--- config.mk ---
export PLATFORM = sky130hd
export DESIGN_NAME = rx_err_fifo
export DESIGN_NICKNAME = d
export VERILOG_FILES = /design/src/rtl/rxq_pkg.sv /design/src/rtl/rxq_data.sv /design/src/rtl/rxq_ctrl.sv /design/src/rtl/rx_err_fifo.sv
export SDC_FILE = /design/constraint.sdc
export NUM_CORES = 1
export LEC_CHECK = 0
export ABC_CLOCK_PERIOD_IN_PS = 4100
export BUFFER_PORTS_ARGS = -buffer_cell sky130_fd_sc_hd__buf_2
export CORE_MARGIN = 10
export CORE_UTILIZATION = 56
export DETAILED_ROUTE_END_ITERATION = 16
export GPL_TIMING_DRIVEN = 0
export PLACE_DENSITY = 0.74
export SYNTH_ARGS = -nofsm -noshare
export SYNTH_HDL_FRONTEND = slang
export SYNTH_SLANG_ARGS = --single-unit
--- constraint.sdc ---
create_clock -name clk -period 4.1 [get_ports clk]
set_clock_uncertainty 0.2 [all_clocks]
set_input_delay 0 -clock clk [delete_from_list [all_inputs] [get_ports clk]]
set_output_delay 0 -clock clk [all_outputs]
set_load 0.01 [all_outputs]
--- src/rtl/rxq_pkg.sv ---
package rxq_pkg;
  localparam int DATA_W = 8;

  // Tag order fixes the status bit positions: ovr is bit 0, rxErr is bit 4.
  typedef struct packed {
    logic rxErr;
    logic brk;
    logic frm;
    logic par;
    logic ovr;
  } errTag_t;

  localparam int TAG_W = $bits(errTag_t);

  typedef struct packed {
    errTag_t           tag;
    logic [DATA_W-1:0] data;
  } rxEntry_t;

  // Strobes from control to the storage datapath.
  typedef struct packed {
    logic wrEn;
    logic wrBreak;
    logic clrHeadTag;
  } dpCmd_t;
endpackage

--- src/rtl/rxq_data.sv ---
module rxq_data
  import rxq_pkg::*;
#(
  parameter int DEPTH = 16,
  parameter int PTR_W = 4
) (
  input  logic              clk,
  input  logic              rstN,
  input  dpCmd_t            cmd,
  input  logic [PTR_W-1:0]  wrPtr,
  input  logic [PTR_W-1:0]  rdPtr,
  input  logic [DATA_W-1:0] inData,
  input  logic              inPar,
  input  logic              inFrm,
  input  logic [1:0]        wordLen,
  output rxEntry_t          headEntry
);
  logic [DATA_W-1:0] lenMask;
  rxEntry_t          newEntry;
  rxEntry_t          slotArr [DEPTH];

  // 5 + wordLen valid bits: shift an all-ones byte right by 3 - wordLen.
  assign lenMask = 8'hFF >> (2'd3 - wordLen);

  always_comb begin
    newEntry = '0;
    if (cmd.wrBreak) begin
      newEntry.tag.brk   = 1'b1;
      newEntry.tag.rxErr = 1'b1;
    end else begin
      newEntry.data      = inData & lenMask;
      newEntry.tag.par   = inPar;
      newEntry.tag.frm   = inFrm;
      newEntry.tag.rxErr = inPar | inFrm;
    end
  end

  generate
    for (genvar g = 0; g < DEPTH; g++) begin : gSlot
      rxEntry_t slotQ;
      logic     wrHit;
      logic     clrHit;

      assign wrHit  = cmd.wrEn && (wrPtr == PTR_W'(g));
      assign clrHit = cmd.clrHeadTag && (rdPtr == PTR_W'(g));

      // A write into the slot being vacated wins over the tag wipe.
      always_ff @(posedge clk or negedge rstN) begin
        if (!rstN) begin
          slotQ <= '0;
        end else if (wrHit) begin
          slotQ <= newEntry;
        end else if (clrHit) begin
          slotQ.tag <= '0;
        end
      end

      assign slotArr[g] = slotQ;
    end
  endgenerate

  assign headEntry = slotArr[rdPtr];
endmodule

--- src/rtl/rxq_ctrl.sv ---
module rxq_ctrl
  import rxq_pkg::*;
#(
  parameter int DEPTH = 16,
  parameter int PTR_W = 4,
  parameter int CNT_W = 5,
  parameter int TO_W  = 16
) (
  input  logic             clk,
  input  logic             rstN,
  input  logic             pushValid,
  input  logic             breakDet,
  input  logic             rbrRead,
  input  logic             lsrRead,
  input  logic             fcrWrite,
  input  logic             fcrEnable,
  input  logic             fcrRxReset,
  input  errTag_t          headTag,
  output dpCmd_t           cmd,
  output logic [PTR_W-1:0] wrPtr,
  output logic [PTR_W-1:0] rdPtr,
  output logic [CNT_W-1:0] count,
  output logic             dataReady,
  output errTag_t          lsrSticky,
  output logic [TO_W-1:0]  timeoutCnt,
  output logic             fifoMode
);
  localparam logic [CNT_W-1:0] CAP_DEEP = CNT_W'(DEPTH);
  localparam logic [CNT_W-1:0] CAP_CHAR = CNT_W'(1);
  localparam logic [TO_W-1:0]  TO_MAX   = '1;
  localparam logic [PTR_W-1:0] PTR_LAST = PTR_W'(DEPTH - 1);

  logic             brkSeen;
  logic [CNT_W-1:0] capacity;
  logic             notEmpty;
  logic             fcrFlush;
  logic             brkEvent;
  logic             pushTry;
  logic             popOk;
  logic             isFull;
  logic             pushOk;
  logic             overrun;
  errTag_t          setTag;

  function automatic logic [PTR_W-1:0] advance(input logic [PTR_W-1:0] p, input logic deep);
    if (deep && (p != PTR_LAST)) return p + 1'b1;
    return '0;
  endfunction

  always_comb begin
    capacity = fifoMode ? CAP_DEEP : CAP_CHAR;
    notEmpty = (count != '0);
    fcrFlush = fcrWrite && (fcrRxReset || (fcrEnable != fifoMode));
    brkEvent = breakDet && !brkSeen;
    pushTry  = brkEvent || pushValid;
    popOk    = !fcrFlush && rbrRead && notEmpty;
    isFull   = (count == capacity);
    pushOk   = !fcrFlush && pushTry && (!isFull || popOk);
    overrun  = !fcrFlush && pushTry && isFull && !popOk;

    setTag = notEmpty ? headTag : '0;
    if (overrun) begin
      setTag.ovr   = 1'b1;
      setTag.rxErr = 1'b1;
    end

    cmd.wrEn       = pushOk;
    cmd.wrBreak    = brkEvent;
    cmd.clrHeadTag = notEmpty;
  end

  always_ff @(posedge clk or negedge rstN) begin
    if (!rstN) begin
      brkSeen    <= 1'b0;
      fifoMode   <= 1'b0;
      wrPtr      <= '0;
      rdPtr      <= '0;
      count      <= '0;
      dataReady  <= 1'b0;
      lsrSticky  <= '0;
      timeoutCnt <= '0;
    end else begin
      brkSeen <= breakDet;
      if (fcrWrite) fifoMode <= fcrEnable;

      if (fcrFlush) begin
        wrPtr     <= '0;
        rdPtr     <= '0;
        count     <= '0;
        dataReady <= 1'b0;
      end else begin
        if (pushOk) wrPtr <= advance(wrPtr, fifoMode);
        if (popOk)  rdPtr <= advance(rdPtr, fifoMode);
        unique case ({pushOk, popOk})
          2'b10:   count <= count + 1'b1;
          2'b01:   count <= count - 1'b1;
          default: count <= count;
        endcase
        if (pushTry)    dataReady <= 1'b1;
        else if (popOk) dataReady <= (count != CAP_CHAR);
      end

      lsrSticky <= errTag_t'((lsrRead ? '0 : lsrSticky) | setTag);

      if (rbrRead || pushTry)                   timeoutCnt <= '0;
      else if (dataReady && timeoutCnt != TO_MAX) timeoutCnt <= timeoutCnt + 1'b1;
    end
  end
endmodule

--- src/rtl/rx_err_fifo.sv ---
module rx_err_fifo
  import rxq_pkg::*;
#(
  parameter int DEPTH = 16,
  parameter int TO_W  = 16,
  localparam int PTR_W = (DEPTH > 1) ? $clog2(DEPTH) : 1,
  localparam int CNT_W = $clog2(DEPTH + 1)
) (
  input  logic             clk,
  input  logic             rstN,
  input  logic             pushValid,
  input  logic [7:0]       pushData,
  input  logic             pushParErr,
  input  logic             pushFrmErr,
  input  logic             breakDet,
  input  logic [1:0]       wordLen,
  input  logic             rbrRead,
  output logic [7:0]       rbrData,
  input  logic             lsrRead,
  input  logic             fcrWrite,
  input  logic             fcrEnable,
  input  logic             fcrRxReset,
  output logic             dataReady,
  output logic [4:0]       lsrErr,
  output logic [CNT_W-1:0] rxCount,
  output logic [TO_W-1:0]  timeoutCnt
);
  dpCmd_t           cmd;
  logic [PTR_W-1:0] wrPtr;
  logic [PTR_W-1:0] rdPtr;
  rxEntry_t         headEntry;
  errTag_t          lsrSticky;
  logic             fifoMode;

  rxq_ctrl #(
    .DEPTH(DEPTH), .PTR_W(PTR_W), .CNT_W(CNT_W), .TO_W(TO_W)
  ) u_ctrl (
    .clk        (clk),
    .rstN       (rstN),
    .pushValid  (pushValid),
    .breakDet   (breakDet),
    .rbrRead    (rbrRead),
    .lsrRead    (lsrRead),
    .fcrWrite   (fcrWrite),
    .fcrEnable  (fcrEnable),
    .fcrRxReset (fcrRxReset),
    .headTag    (headEntry.tag),
    .cmd        (cmd),
    .wrPtr      (wrPtr),
    .rdPtr      (rdPtr),
    .count      (rxCount),
    .dataReady  (dataReady),
    .lsrSticky  (lsrSticky),
    .timeoutCnt (timeoutCnt),
    .fifoMode   (fifoMode)
  );

  rxq_data #(
    .DEPTH(DEPTH), .PTR_W(PTR_W)
  ) u_data (
    .clk       (clk),
    .rstN      (rstN),
    .cmd       (cmd),
    .wrPtr     (wrPtr),
    .rdPtr     (rdPtr),
    .inData    (pushData),
    .inPar     (pushParErr),
    .inFrm     (pushFrmErr),
    .wordLen   (wordLen),
    .headEntry (headEntry)
  );

  assign rbrData = (rxCount != '0) ? headEntry.data : '0;
  assign lsrErr  = lsrSticky;
endmodule

==> summary.txt <==
Placement
  – Detailed placement HPWL: 19.5 mm
  – Instance area after placement: 0.0121 mm2
  – IO buf count: 55
  – Placer Congestion: 0.888

Drt
  – Vias per cell: 6.16
  – DRC violation count after routing: 0
  – Total number of vias: 7928
  – Number of detailed-route iterations in the first pass: 4
  – Initial detailed-routing violation count: 778
  – WL/cell: 22.0 um
  – Number of antenna-violating nets in the routed design: 0
  – Total Wirelength: 28.3 mm

Cells and area
  – Synthesis-to-layout area growth: 15.2%
  – # diodes: 0
  – # fillers: 1460
  – Number of nets in the layout: 1038
  – Layout cells sized above 1: between 20% and 30%
  – Post-route design area: 0.0132 mm2

Logic synthesis
  – Mapped Cells: 891
  – Syn. warnings: 0
  – Yosys reg bits: between 200 and 250
  – Area fraction in compound gates after synthesis: 3.89%
  – Number of nets produced by synthesis: 926
  – Yosys cell types: 54
  – Fraction of the yosys area taken by sequential cells: 50.0%
  – Post-synthesis mux area share: 30.3%
  – Synth Flop Type: sky130_fd_sc_hd__dfrtp_1
  – EDFF count, synth: 0
  – Synthesized area per cell: 12.9 um2
  – Async set or reset register ratio after synthesis: 100%
  – Mapped Area: 0.0115 mm2
  – Post-synthesis adder-cell area fraction: 1.53%
  – Share of synthesized cell area in and, or, nand and nor gates: 10.9%
  – Parity-gate share of the synthesized area counting xor and xnor cells: 0.459%
  – Largest family of logic cells by synthesized area: multiplexers

Floorplan
  – Initial standard-cell utilization of the core: 56.8%
  – Std-Cell Core Area: 0.0202 mm2
  – Die ar.: 0.0266 mm2
  – Number of top-level pins: 56
  – Die height: 163 um
  – Cell Rows: 52
  – Die width: 163 um

Global routing
  – Met1 demand-to-capacity share in global routing: between 20 and 30%
  – GRT met3 Usage: 3.50%
  – Via count of the first global-routing pass: between 8k and 9k
  – Busiest layer in global routing: met2
  – Overall Global Routing Usage: 21.2%
  – Grt ovf: 0
  – First-pass GRT wire length: between 40 and 50 mm
  – Antenna violations before repair: 1
  – Pin count of the biggest net entering global routing: 103
  – Global-route met2 utilization: 34.5%

Setup path
  – Critical path cell sequence: inv_1, ha_1, or4b_2, clkbuf_1, nand2_1, clkbuf_1, o22ai_1, buf_2
  – CP Class: flip-flop to primary output
  – Number of buffers and inverters on the critical path: 4
  – Data required time of the worst path: 3900 ps
  – Worst setup EP type: primary output
  – Arrival time at the worst endpoint: 3450 ps
  – Crit path max fanout: 10
  – Slowest cell on crit path: sky130_fd_sc_hd__or4b_2
  – Maximum single-stage delay on the critical path: around 700 ps
  – Critical path's most frequent cell: sky130_fd_sc_hd__clkbuf_1
  – Cell family contributing the most delay on the critical path: buffers and inverters
  – Launching element type of the critical path: flip-flop

Power
  – Fraction of power spent switching nets: between 30% and 40%
  – Switching power: 1930 uW
  – Portion of total power attributed to combinational logic: 23.9%
  – Final total power: ~6400 uW
  – Clock network fraction of design power: around a third
  – Cell area power density: around 480 mW/mm2
  – Sequential power share: between 40% and 50%
  – Reported leakage power: approximately 0.0060 uW
  – Internal power: 4460 uW
  – Maximum resistive drop on vdd: 0.328 mV

STA
  – Final slew viol count: 0
  – Tightest Pin Transition: slightly above 1000 ps
  – Final hold violation count: 0
  – Max transition margin: 30.5%
  – Final worst path period need: 3650 ps
  – Final setup violation count: 0
  – Unrepaired setup endpoints after global routing: no
  – Max Fclk: approximately 270 MHz
  – Final period util: 89.1%

Clock tree
  – Root cell of the clock tree: sky130_fd_sc_hd__clkbuf_16
  – Depth of the CTS H-tree: 1
  – Num CTS Buffers: 25
  – TritonCTS clock tree: built
  – CTS sink cnt: 229
  – Clock transition at the register clock pins on the worst setup and hold paths after CTS: 60 ps
  – Largest buffer count on any clock path: 3
  – Insertion delay of the later-clocked pin in the worst-skew pair: between 500 and 600 ps

Job
  – Max Cap Violations: 0

Min path
  – Type of the most critical hold path: primary input to flip-flop

Outcome
  – Result of the run: completed
==> Yosys cell counts (2+ instances only) <==
library cell | count | share of area [%]
sky130_fd_sc_hd__dfrtp_1 | 229 | 50
sky130_fd_sc_hd__mux2_1 | 96 | 9.4
sky130_fd_sc_hd__nand2_1 | 94 | 3.1
sky130_fd_sc_hd__mux2i_1 | 89 | 7.8
sky130_fd_sc_hd__mux4_2 | 48 | 9.4
sky130_fd_sc_hd__mux2_2 | 37 | 3.6
sky130_fd_sc_hd__clkbuf_1 | 33 | 1.1
sky130_fd_sc_hd__buf_2 | 28 | 1.2
sky130_fd_sc_hd__a21oi_1 | 20 | 0.87
sky130_fd_sc_hd__o21ai_0 | 16 | 0.70
sky130_fd_sc_hd__nand3_1 | 15 | 0.66
sky130_fd_sc_hd__ha_1 | 14 | 1.5
sky130_fd_sc_hd__nand4b_1 | 12 | 0.92
sky130_fd_sc_hd__nor4_1 | 12 | 0.66
sky130_fd_sc_hd__nand4_1 | 11 | 0.60
sky130_fd_sc_hd__inv_1 | 10 | 0.33
sky130_fd_sc_hd__nor2_1 | 10 | 0.33
sky130_fd_sc_hd__o22ai_1 | 10 | 0.55
sky130_fd_sc_hd__nand2b_1 | 8 | 0.44
sky130_fd_sc_hd__nor2b_1 | 8 | 0.44
sky130_fd_sc_hd__nor4_2 | 8 | 0.87
sky130_fd_sc_hd__or3_1 | 8 | 0.44
sky130_fd_sc_hd__nor3_1 | 6 | 0.26
sky130_fd_sc_hd__or4_1 | 6 | 0.39
sky130_fd_sc_hd__and2_0 | 5 | 0.27
sky130_fd_sc_hd__o31ai_1 | 5 | 0.33
sky130_fd_sc_hd__and3_1 | 4 | 0.22
sky130_fd_sc_hd__or4bb_1 | 4 | 0.39
sky130_fd_sc_hd__xor2_1 | 4 | 0.31
sky130_fd_sc_hd__a31oi_1 | 3 | 0.16
sky130_fd_sc_hd__buf_1 | 3 | 0.098
sky130_fd_sc_hd__nand3b_1 | 3 | 0.20
sky130_fd_sc_hd__o21a_1 | 3 | 0.20
sky130_fd_sc_hd__or4b_2 | 3 | 0.26
sky130_fd_sc_hd__a211oi_1 | 2 | 0.13
sky130_fd_sc_hd__and4_1 | 2 | 0.15
sky130_fd_sc_hd__buf_4 | 2 | 0.13
sky130_fd_sc_hd__o211ai_1 | 2 | 0.13
sky130_fd_sc_hd__or3b_1 | 2 | 0.15
sky130_fd_sc_hd__xnor2_1 | 2 | 0.15
==> layout make-up <==
class | instances | area, um2 | area share [%]
flip-flops and latches | 229 | 5730 | 43.4
well taps | 270 | 338 | 2.56
clock inverters | 5 | 25.0 | 0.190
clock buffers | 37 | 751 | 5.69
repair buffers | 85 | 631 | 4.78
multi-input cells | 585 | 5400 | 40.9
plain buffers | 66 | 290 | 2.20
inverters | 11 | 41.3 | 0.313
==> state kept, by name, indices dropped and copies added, names as in the netlist <==
| name | cells |
|---|---|
| u_ctrl.lsrSticky | 5 |
| u_ctrl.timeoutCnt | 16 |
| u_ctrl.fifoMode | 1 |
| u_ctrl.brkSeen | 1 |
| u_data.gSlot.slotQ | 192 |
| u_ctrl.wrPtr | 4 |
| u_ctrl.dataReady | 1 |
| u_ctrl.rdPtr | 4 |
| u_ctrl.count | 5 |
==> repair_timing <==
item / 4_1_cts / 5_1_grt
endpoints found under the hold margin: 320 / 0
hold buffers: 28 / 0
buffers inserted: 0 / 0
setup endpoints to repair: 0 / 0
gates resized for setup: 0 / 0
==> final timing paths <==
path	from	end	slack [ps]	cells past startpoint
setup / recovery	u_ctrl.count[0]$_DFFE_PN0P_	rbrData[2]	450	8
hold / removal	fcrRxReset	u_data.gSlot[1].slotQ[5]$_DFFE_PN0P_	60	5
setup reg to reg	u_ctrl.count[0]$_DFFE_PN0P_	u_ctrl.count[3]$_DFFE_PN0P_	510	11
hold reg to reg	u_data.gSlot[2].slotQ[6]$_DFFE_PN0P_	u_data.gSlot[2].slotQ[6]$_DFFE_PN0P_	280	1
max in group asynchronous	rstN	u_data.gSlot[15].slotQ[4]$_DFFE_PN0P_	2820	4
min in group asynchronous	rstN	u_ctrl.wrPtr[3]$_DFFE_PN0P_	380	4
==> layer usage <==
metal	wire length, um	vias to the layer above
met5	7	-
met4	470	2
met3	1620	40
met2	13500	246
met1	12800	4118
li1	-	3522
==> cell families after synthesis <==
family	count (synthesis)
buffers and inverters	77
adders and majority gates	14
xor gates and xnor gates	6
DFF	229
AOI/OAI and AO/OA	71
and+or+nand+nor	224
muxes	270
==> worst register-to-register path: stages (launching register included) <==
cell and delay [ps]:
sky130_fd_sc_hd__dfrtp_1 520, sky130_fd_sc_hd__inv_1 110, sky130_fd_sc_hd__ha_1 230, sky130_fd_sc_hd__or4b_2 300, sky130_fd_sc_hd__clkbuf_1 390, sky130_fd_sc_hd__nand2_1 250, sky130_fd_sc_hd__nor2_1 160, sky130_fd_sc_hd__ha_1 300
sky130_fd_sc_hd__or4b_2 600, sky130_fd_sc_hd__a21oi_1 210, sky130_fd_sc_hd__xnor2_1 140, sky130_fd_sc_hd__nor2_1 50
==> power by group through the flow <==
stage          clock [uW]  combinational, uW  sequential, uW
2_1_floorplan           0               1020            2700
3_3_place_gp            0               1440            2730
3_5_place_dp            0               1490            2740
4_1_cts              2180               1530            2700
5_1_grt              2260               1660            2740
6_report             2160               1530            2710
==> placed cells by master, fill, tap and decap left out, types with 11 or more instances in the layout <==
cell type | Yosys | routed
sky130_fd_sc_hd__o21ai_0 | 16 | 16
sky130_fd_sc_hd__dfrtp_1 | 229 | 229
sky130_fd_sc_hd__a21oi_1 | 20 | 20
sky130_fd_sc_hd__mux2i_1 | 89 | 89
sky130_fd_sc_hd__mux2_1 | 96 | 96
sky130_fd_sc_hd__nand4b_1 | 12 | 12
sky130_fd_sc_hd__nand3_1 | 15 | 15
sky130_fd_sc_hd__mux2_2 | 37 | 37
sky130_fd_sc_hd__clkbuf_1 | 33 | 37
sky130_fd_sc_hd__ha_1 | 14 | 14
sky130_fd_sc_hd__dlygate4sd3_1 | 0 | 27
sky130_fd_sc_hd__clkbuf_16 | 0 | 25
sky130_fd_sc_hd__nor4_1 | 12 | 12
sky130_fd_sc_hd__nand4_1 | 11 | 11
sky130_fd_sc_hd__buf_2 | 28 | 82
sky130_fd_sc_hd__mux4_2 | 48 | 48
sky130_fd_sc_hd__nand2_1 | 94 | 94
==> metrics by stage <==
step	worst slack [ps]	TNS [ps]	utilization, %	hold slack (ps)	cells
after floorplan	890	0	-	-496	891
after global placement	-1250	-280960	59.8	-52.3	1216
after detailed placement	559	0	60.2	-286	1218
after CTS	501	0	65.5	52.5	1288
after global routing	271	0	65.5	95.2	1288
final	448	0	65.5	61.4	1288
No activity file was read; power rests on OpenSTA's default activity.
